`src/rtl/sinc5_pkg.sv`:
```
package sinc5_pkg;

    localparam int THERM_W   = 31;
    localparam int SAMP_W    = 5;
    localparam int ORDER     = 5;
    localparam int HI_R_LOG2 = 4;
    localparam int LO_R_LOG2 = 3;

    localparam int ACC_W = SAMP_W + ORDER * HI_R_LOG2;
    localparam int HI_R  = 1 << HI_R_LOG2;
    localparam int LO_R  = 1 << LO_R_LOG2;

    typedef enum logic {
        RATE_DIV16 = 1'b0,
        RATE_DIV8  = 1'b1
    } rate_e;

    typedef logic [ACC_W-1:0] acc_t;

    typedef struct packed {
        logic vld;
        acc_t data;
    } dec_out_s;

    function automatic acc_t sext_samp(input logic [SAMP_W-1:0] s);
        return {{(ACC_W-SAMP_W){s[SAMP_W-1]}}, s};
    endfunction

endpackage

```
`src/rtl/sinc5_therm2bin.sv`:
```
module sinc5_therm2bin #(
    parameter int TW = sinc5_pkg::THERM_W,
    parameter int SW = sinc5_pkg::SAMP_W
) (
    input  logic [TW-1:0] therm_i,
    output logic [SW-1:0] samp_o
);
    localparam int CW = $clog2(TW + 1);

    logic [CW-1:0] ones;

    always_comb begin
        ones = '0;
        for (int i = 0; i < TW; i++) begin
            ones = ones + CW'(therm_i[i]);
        end
    end

    // count minus half scale, two's complement
    assign samp_o = SW'(ones) - SW'(1 << (SW - 1));

endmodule

```
`src/rtl/sinc5_integrators.sv`:
```
module sinc5_integrators #(
    parameter int ORD = sinc5_pkg::ORDER,
    parameter int W   = sinc5_pkg::ACC_W
) (
    input  logic         clk,
    input  logic         rst,
    input  logic         clr,
    input  logic         en,
    input  logic [W-1:0] x_i,
    output logic [W-1:0] sum_nxt_o
);
    logic [ORD-1:0][W-1:0] acc_q;
    logic [ORD-1:0][W-1:0] acc_d;

    for (genvar g = 0; g < ORD; g++) begin : g_stage
        if (g == 0) begin : g_first
            assign acc_d[g] = acc_q[g] + x_i;
        end else begin : g_rest
            assign acc_d[g] = acc_q[g] + acc_d[g-1];
        end

        always_ff @(posedge clk) begin
            if (rst || clr) begin
                acc_q[g] <= '0;
            end else if (en) begin
                acc_q[g] <= acc_d[g];
            end
        end
    end

    assign sum_nxt_o = acc_d[ORD-1];

endmodule

```
`src/rtl/sinc5_combs.sv`:
```
module sinc5_combs #(
    parameter int ORD = sinc5_pkg::ORDER,
    parameter int W   = sinc5_pkg::ACC_W
) (
    input  logic         clk,
    input  logic         rst,
    input  logic         clr,
    input  logic         dec,
    input  logic [W-1:0] x_i,
    output logic [W-1:0] y_o
);
    logic [ORD-1:0][W-1:0] dly_q;
    logic [ORD-1:0][W-1:0] stage_in;
    logic [ORD-1:0][W-1:0] diff;

    for (genvar g = 0; g < ORD; g++) begin : g_stage
        if (g == 0) begin : g_first
            assign stage_in[g] = x_i;
        end else begin : g_rest
            assign stage_in[g] = diff[g-1];
        end

        assign diff[g] = stage_in[g] - dly_q[g];

        always_ff @(posedge clk) begin
            if (rst || clr) begin
                dly_q[g] <= '0;
            end else if (dec) begin
                dly_q[g] <= stage_in[g];
            end
        end
    end

    assign y_o = diff[ORD-1];

endmodule

```
`src/rtl/sinc5_rate_ctrl.sv`:
```
module sinc5_rate_ctrl
    import sinc5_pkg::*;
#(
    parameter int HI_RATIO = sinc5_pkg::HI_R,
    parameter int LO_RATIO = sinc5_pkg::LO_R
) (
    input  logic clk,
    input  logic rst,
    input  logic rate_sel_i,
    input  logic ce_i,
    output logic clr_o,
    output logic dec_o
);
    localparam int CW = $clog2(HI_RATIO);

    rate_e         rate_q;
    logic [CW-1:0] phase_q;
    logic [CW-1:0] last_phase;

    assign clr_o      = (rate_e'(rate_sel_i) != rate_q);
    assign last_phase = (rate_q == RATE_DIV8) ? CW'(LO_RATIO - 1) : CW'(HI_RATIO - 1);
    assign dec_o      = ce_i && !clr_o && (phase_q == last_phase);

    always_ff @(posedge clk) begin
        if (rst || clr_o) begin
            rate_q  <= rate_e'(rate_sel_i);
            phase_q <= '0;
        end else if (ce_i) begin
            phase_q <= dec_o ? '0 : phase_q + 1'b1;
        end
    end

endmodule

```
`src/rtl/sinc5_decimator.sv`:
```
module sinc5_decimator
    import sinc5_pkg::*;
(
    input  logic               clk,
    input  logic               rst,
    input  logic               ce,
    input  logic               rate_sel,
    input  logic [THERM_W-1:0] therm_in,
    output logic [ACC_W-1:0]   out_data,
    output logic               out_valid
);
    logic [SAMP_W-1:0] samp;
    logic              clr;
    logic              dec;
    acc_t              integ_nxt;
    acc_t              comb_y;
    dec_out_s          out_q;

    sinc5_therm2bin #(.TW(THERM_W), .SW(SAMP_W)) i_conv (
        .therm_i (therm_in),
        .samp_o  (samp)
    );

    sinc5_rate_ctrl #(.HI_RATIO(HI_R), .LO_RATIO(LO_R)) i_ctrl (
        .clk        (clk),
        .rst        (rst),
        .rate_sel_i (rate_sel),
        .ce_i       (ce),
        .clr_o      (clr),
        .dec_o      (dec)
    );

    sinc5_integrators #(.ORD(ORDER), .W(ACC_W)) i_integ (
        .clk       (clk),
        .rst       (rst),
        .clr       (clr),
        .en        (ce && !clr),
        .x_i       (sext_samp(samp)),
        .sum_nxt_o (integ_nxt)
    );

    sinc5_combs #(.ORD(ORDER), .W(ACC_W)) i_comb (
        .clk (clk),
        .rst (rst),
        .clr (clr),
        .dec (dec),
        .x_i (integ_nxt),
        .y_o (comb_y)
    );

    always_ff @(posedge clk) begin
        if (rst) begin
            out_q <= '0;
        end else begin
            out_q.vld <= dec;
            if (dec) begin
                out_q.data <= comb_y;
            end
        end
    end

    assign out_data  = out_q.data;
    assign out_valid = out_q.vld;

endmodule

```
`config.mk`:
```
export PLATFORM = sky130hd
export DESIGN_NAME = sinc5_decimator
export DESIGN_NICKNAME = d
export VERILOG_FILES = /design/src/rtl/sinc5_pkg.sv /design/src/rtl/sinc5_therm2bin.sv /design/src/rtl/sinc5_integrators.sv /design/src/rtl/sinc5_combs.sv /design/src/rtl/sinc5_rate_ctrl.sv /design/src/rtl/sinc5_decimator.sv
export SDC_FILE = /design/constraint.sdc
export NUM_CORES = 1
export LEC_CHECK = 0
export BUFFER_PORTS_ARGS = -buffer_cell sky130_fd_sc_hd__buf_2
export CAP_MARGIN = 20
export CORE_MARGIN = 4
export CORE_UTILIZATION = 38
export CTS_BUF_LIST = sky130_fd_sc_hd__clkbuf_4
export CTS_CLUSTER_DIAMETER = 60
export DETAILED_ROUTE_END_ITERATION = 16
export HOLD_SLACK_MARGIN = 0.12
export PLACE_DENSITY = 0.63
export SLEW_MARGIN = 20
export SYNTH_ARGS = -nofsm -noshare
export SYNTH_HDL_FRONTEND = slang
export SYNTH_SLANG_ARGS = --single-unit
export TNS_END_PERCENT = 30
```
`constraint.sdc`:
```
create_clock -name clk -period 29.7 [get_ports clk]
set_clock_uncertainty 0.1 [all_clocks]
set_input_delay 7.425 -clock clk [delete_from_list [all_inputs] [get_ports clk]]
set_output_delay 7.425 -clock clk [all_outputs]
set_load 0.05 [all_outputs]
```
Word-level counts from Yosys, hierarchy flattened
Index checks and enable logic that the tools add are counted.

cells by class
  add/subtract/negate cells = 42
  equality and inequality tests = 2
  muxes and demuxes = 2
  reduce and logical (&&, ||, !) cells = 4

operators with widths
  cell                 count
  $add 5x1->5          29
  $add 25x25->25       5
  $sub 25x25->25       5
  $mux 4               2
  $sub 5x5->5 const B  1
  $add 4x1->4 const B  1
  $eq 4x4->1           1
  $add 1x1->2          1
  $logic_and 1x1->1    2
  $logic_not 1->1      1
  $logic_or 1x1->1     1
  $ne 1x1->1           1

storage, ports and cells
  flip-flop bits (word level) = 281
  input port bits = 35
  output and inout bits = 26
  word-level logic and storage cells = 64

Logic depth before layout (Yosys ltp)
  word-level depth = 41
  mapped depth = 79
  gate-level depth less buffers = 79

By module
Synthesis repeated with hierarchy kept, for this count alone.

second synthesis, totals
  cells, all modules = 2,737
  area total of the unflattened synthesis = 22,914.5 µm²

by module, submodules not included
  module             instances  cells an instance  area each (µm²)  seq. area each (µm²)
  sinc5_integrators  1          1,253              10,507.6         2,502.4
  sinc5_combs        1          1,297              10,435.0         2,502.4
  sinc5_decimator    1          84                 943.4            520.5
  sinc5_therm2bin    1          80                 768.2            0.0
  sinc5_rate_ctrl    1          23                 260.2            110.1

Worst setup path before layout
No wires, ideal clock.

  kind = input -> register
  start point = in therm_in[0]
  end point = reg out_q, in the netlist out_data[24]
  setup time = 0.064 ns
  data arrival time = 23.312 ns
  required time = 29.536 ns
  slack = 6.224 ns
  cell stages on the path = 64
  buffers on the path = 0
  cells stage by stage = ha_1 -> inv_1 -> fa_1 -> fa_1 -> fa_1 -> fa_1 -> fa_1 -> fa_1 -> inv_1 -> ha_1 -> fa_1 -> a21o_1 -> a21oi_1 -> xor2_1 -> ha_1 -> a21oi_1 -> o21bai_1 -> a21oi_1 -> (+28 left out) -> xnor2_1 -> ha_1 -> xnor2_1 -> ha_1 -> a21o_1 -> or4_1 -> o21a_1 -> a21oi_1 -> xnor2_1 -> ha_1 -> and4_1 -> and3_1 -> o311ai_0 -> a41oi_1 -> o21ai_1 -> xor2_1 -> or4_1 -> nand4_1

RTL lines
  what         RTL line               source
  from (decl)  sinc5_decimator.sv:8   input logic [THERM_W-1:0] therm_in,
  to (decl)    sinc5_decimator.sv:17  dec_out_s out_q;

==> key figures <==
Status
  – Status: complete, no violations

Drt
  – Via count: ~18000
  – Vias/cell: approximately 5.3
  – Antenna viol nets, final: 0
  – DRC violations left: 0
  – DR WL/cell: 14.4 µm
  – DR iter-0 viols: between 1000 and 1500
  – Final wirelength: 49600 µm
  – Router iterations before antenna repair: 7

Timing
  – Period utilisation layout: 81.6%
  – Relative slew margins: between 20% and 30%
  – Worst slew pin tran: 1070 ps
  – Fin Setup TNS: 0 ps
  – Endpoints failing setup: 0
  – Period minus WS final: about 24000 ps
  – Highest clock rate: between 40 and 50 MHz
  – Max Transition Viols Final: 0
  – RSZ-0062 raised after global routing: no
  – Hold Vio Cnt, Final: 0

Worst setup path
  – CP max-delay cell: a2111oi_1
  – Reg-to-reg startpoint: i_integ.acc_q[1]
  – CP endpoint kind: register
  – CP Buf/Inv Count: 3
  – Critical Path End: out_data[24]
  – Crit-path max cell delay: a little under 700 ps
  – CP Data Required Time: 30350 ps
  – Worst EP arrival: approximately 25000 ps
  – CP Launch Type: input pin
  – R2R cell count: between 50 and 60
  – Number of cells on the critical path: 70
  – CP Class: input pin to register
  – R2R Path End: out_data[24]
  – R2r setup slk: between 15000 and 20000 ps
  – Crit path max-delay family: adder cells
  – Crit path top cell by count: ha_1
  – Crit Path Max Fanout: 21
  – Crit. Startpoint: therm_in[0]

Clock network
  – Cts repair resizes: 0
  – H-Tree Depth: 3
  – Cts hold-fix bufs: 0
  – Num CTS Buffers: 86
  – Clk slew on worst S/H paths: roughly 60 ps
  – CTS Sinks: around 280
  – Max clock buf depth: 3
  – CTS root buf: clkbuf_4
  – Clk Latency, worst-skew pair: 820 ps
  – Setup bufs post-CTS: 0
  – CTS tree: built

Layout
  – Final Util: ~42%
  – Multi-input gate area: 14300 µm²
  – Total Nets Final: ~3000
  – Final non-filler cell total: 3443
  – Fraction of layout cells with a size suffix above 1: 12.9%
  – Fillers: about 5600
  – FF+latch area: approximately 5600 µm²
  – P&R area growth vs syn: 10.0%
  – Cell area after layout: ~23000 µm²

Die
  – Ports: 61
  – Core area: approximately 55000 µm²
  – Die area: 59500 µm²
  – Initial Util: 38.4%
  – Core Rows: 86
  – Die W: between 200 and 250 µm
  – DIE HEIGHT: ~240 µm

Yosys
  – Count of cell types in the netlist: between 80 and 90
  – Cells after synthesis: 2566
  – Post-Syn Area: approximately 21000 µm²
  – Sequential area share after synthesis: between 20% and 30%
  – Syn_area_per_cell: around 8 µm²
  – Top FF cell, synth: dfxtp_1
  – Largest cells by area after synthesis: dfxtp_1 26%, ha_1 15%, a21oi_1 6.9%
  – Post-synth EDFFs: 1
  – Synth async-reset ratio: 0%
  – Synth area leader: dfxtp_1
  – Top cell type's share of synthesized area: a little over a quarter
  – Synthesized Nets: between 2000 and 3000
  – Flops & latches, synth: roughly 280
  – Synthesis Warnings: 0

Placement
  – RePlAce Congestion: between 0.9 and 1
  – Dpl cells: around 3300
  – Hpwl dp: 34900 µm
  – Port Buffers: 60
  – DP Area: approximately 22000 µm²

GRT
  – Number of antenna violations at the first check in global routing: 2
  – Vias in the first global route: between 15000 and 20000
  – Gr usage total: 16.3%
  – Largest net degree at the start of global routing: 99
  – First-pass GRT wire length: 83600 µm
  – Gr ovfl total: 0

Min path
  – Hold WC Path Type: register to register

Job
  – Max-Cap Viols: 0
==> registers in the layout (all words and copies together) (netlist names) <==
register / cells
i_comb.dly_q: 125
i_ctrl.phase_q: 4
out_valid: 1
out_data: 25
i_integ.acc_q: 125
i_ctrl.rate_q: 1
==> worst reg2reg max path: cells and delay by family (launching register included) <==
family,cells,cell delay (ps)
AO/OA/AOI/OAI,26,5890
adder cells (fa/ha/maj),10,2960
AND/OR/NAND/NOR,12,2290
XOR/XNOR,10,1670
flip-flops,1,320
==> worst min-delay path by stage <==
| stage | slack [ps] | start | cells past startpoint | endpoint |
|---|---|---|---|---|
| floorplan | 340 | i_comb.dly_q[101] | 2 | i_comb.dly_q[101] |
| global placement | 340 | out_data[9] | 2 | out_data[9] |
| detailed placement | 340 | out_data[9] | 2 | out_data[9] |
| CTS | 350 | out_data[9] | 2 | out_data[9] |
| global route | 370 | i_comb.dly_q[4] | 2 | i_comb.dly_q[4] |
| finish | 350 | out_data[9] | 2 | out_data[9] |
==> Yosys cell counts, types with 11 or more instances <==
| library cell | n |
|---|---|
| nand2_1 | 319 |
| a21oi_1 | 292 |
| dfxtp_1 | 280 |
| ha_1 | 250 |
| inv_1 | 243 |
| xnor2_1 | 146 |
| nor2_1 | 142 |
| o221a_2 | 107 |
| clkbuf_1 | 87 |
| o21ai_0 | 68 |
| xor2_1 | 65 |
| a21o_1 | 64 |
| fa_1 | 33 |
| a211oi_1 | 32 |
| nand3_1 | 32 |
| nor3_1 | 32 |
| o21bai_1 | 31 |
| o21a_1 | 29 |
| o21ai_1 | 28 |
| nand2b_1 | 26 |
| nor2b_1 | 23 |
| o211ai_1 | 16 |
| a31oi_1 | 15 |
| and2_1 | 14 |
| and3_1 | 14 |
| nand4_1 | 11 |
| o31ai_1 | 11 |
==> through the flow <==
| stage | setup WS (ps) | hold WS [ps] |
|---|---|---|
| after global routing | 4240 | 367 |
| after detailed placement | 4390 | 343 |
| after floorplan | 6220 | 336 |
| after global placement | 4960 | 339 |
| after CTS | 5250 | 352 |
| final | 5480 | 349 |
==> layout make-up <==
| type | instances | area share [%] |
|---|---|---|
| Inverter | 244 | 3.94 |
| Timing Repair Buffer | 71 | 1.71 |
| Clock inverter | 18 | 0.521 |
| Sequential cell | 281 | 24.2 |
| Tap cell | 748 | 4.02 |
| Clock buffer | 128 | 4.13 |
| Multi-Input combinational cell | 1951 | 61.4 |
| Antenna cell | 2 | 0.0215 |
==> cells in the final DEF, fill, tap and decap left out, types with 32 or more instances in the layout <==
master | synthesis | final
a21oi_1 | 292 | 292
a211oi_1 | 32 | 32
a21o_1 | 64 | 64
o221a_2 | 107 | 107
buf_2 | 1 | 59
ha_1 | 250 | 250
nand3_1 | 32 | 32
xnor2_1 | 146 | 146
clkbuf_4 | 0 | 128
fa_1 | 33 | 33
xor2_1 | 65 | 64
nor2_1 | 142 | 141
nand2_1 | 319 | 318
nor3_1 | 32 | 32
o21ai_0 | 68 | 68
inv_1 | 243 | 242
dfxtp_1 | 280 | 280
==> cells by family (layout without fill, tap and decap cells) <==
kind of cell / Yosys count / in the layout / synth area share, %
multiplexers: 5 / 5 / 0.237
other: 0 / 2 / 0
adder cells (fa/ha/maj): 283 / 283 / 17.9
flip-flops: 281 / 281 / 26.6
XOR/XNOR: 217 / 217 / 9.39
AND/OR/NAND/NOR: 666 / 666 / 14.2
buffers and inverters: 334 / 461 / 5.95
AO/OA/AOI/OAI: 780 / 780 / 25.7
==> per-layer routing <==
metal	GRT usage [%]	vias up	wire [µm]
li1	-	9286	-
met1	22.3	8597	24300
met2	26.2	311	22400
met3	2.83	71	2070
met4	5.13	0	913
met5	0	-	0
Power is not shown: default switching activity piles up to over one toggle a cycle in this logic, so the estimate is an artifact.
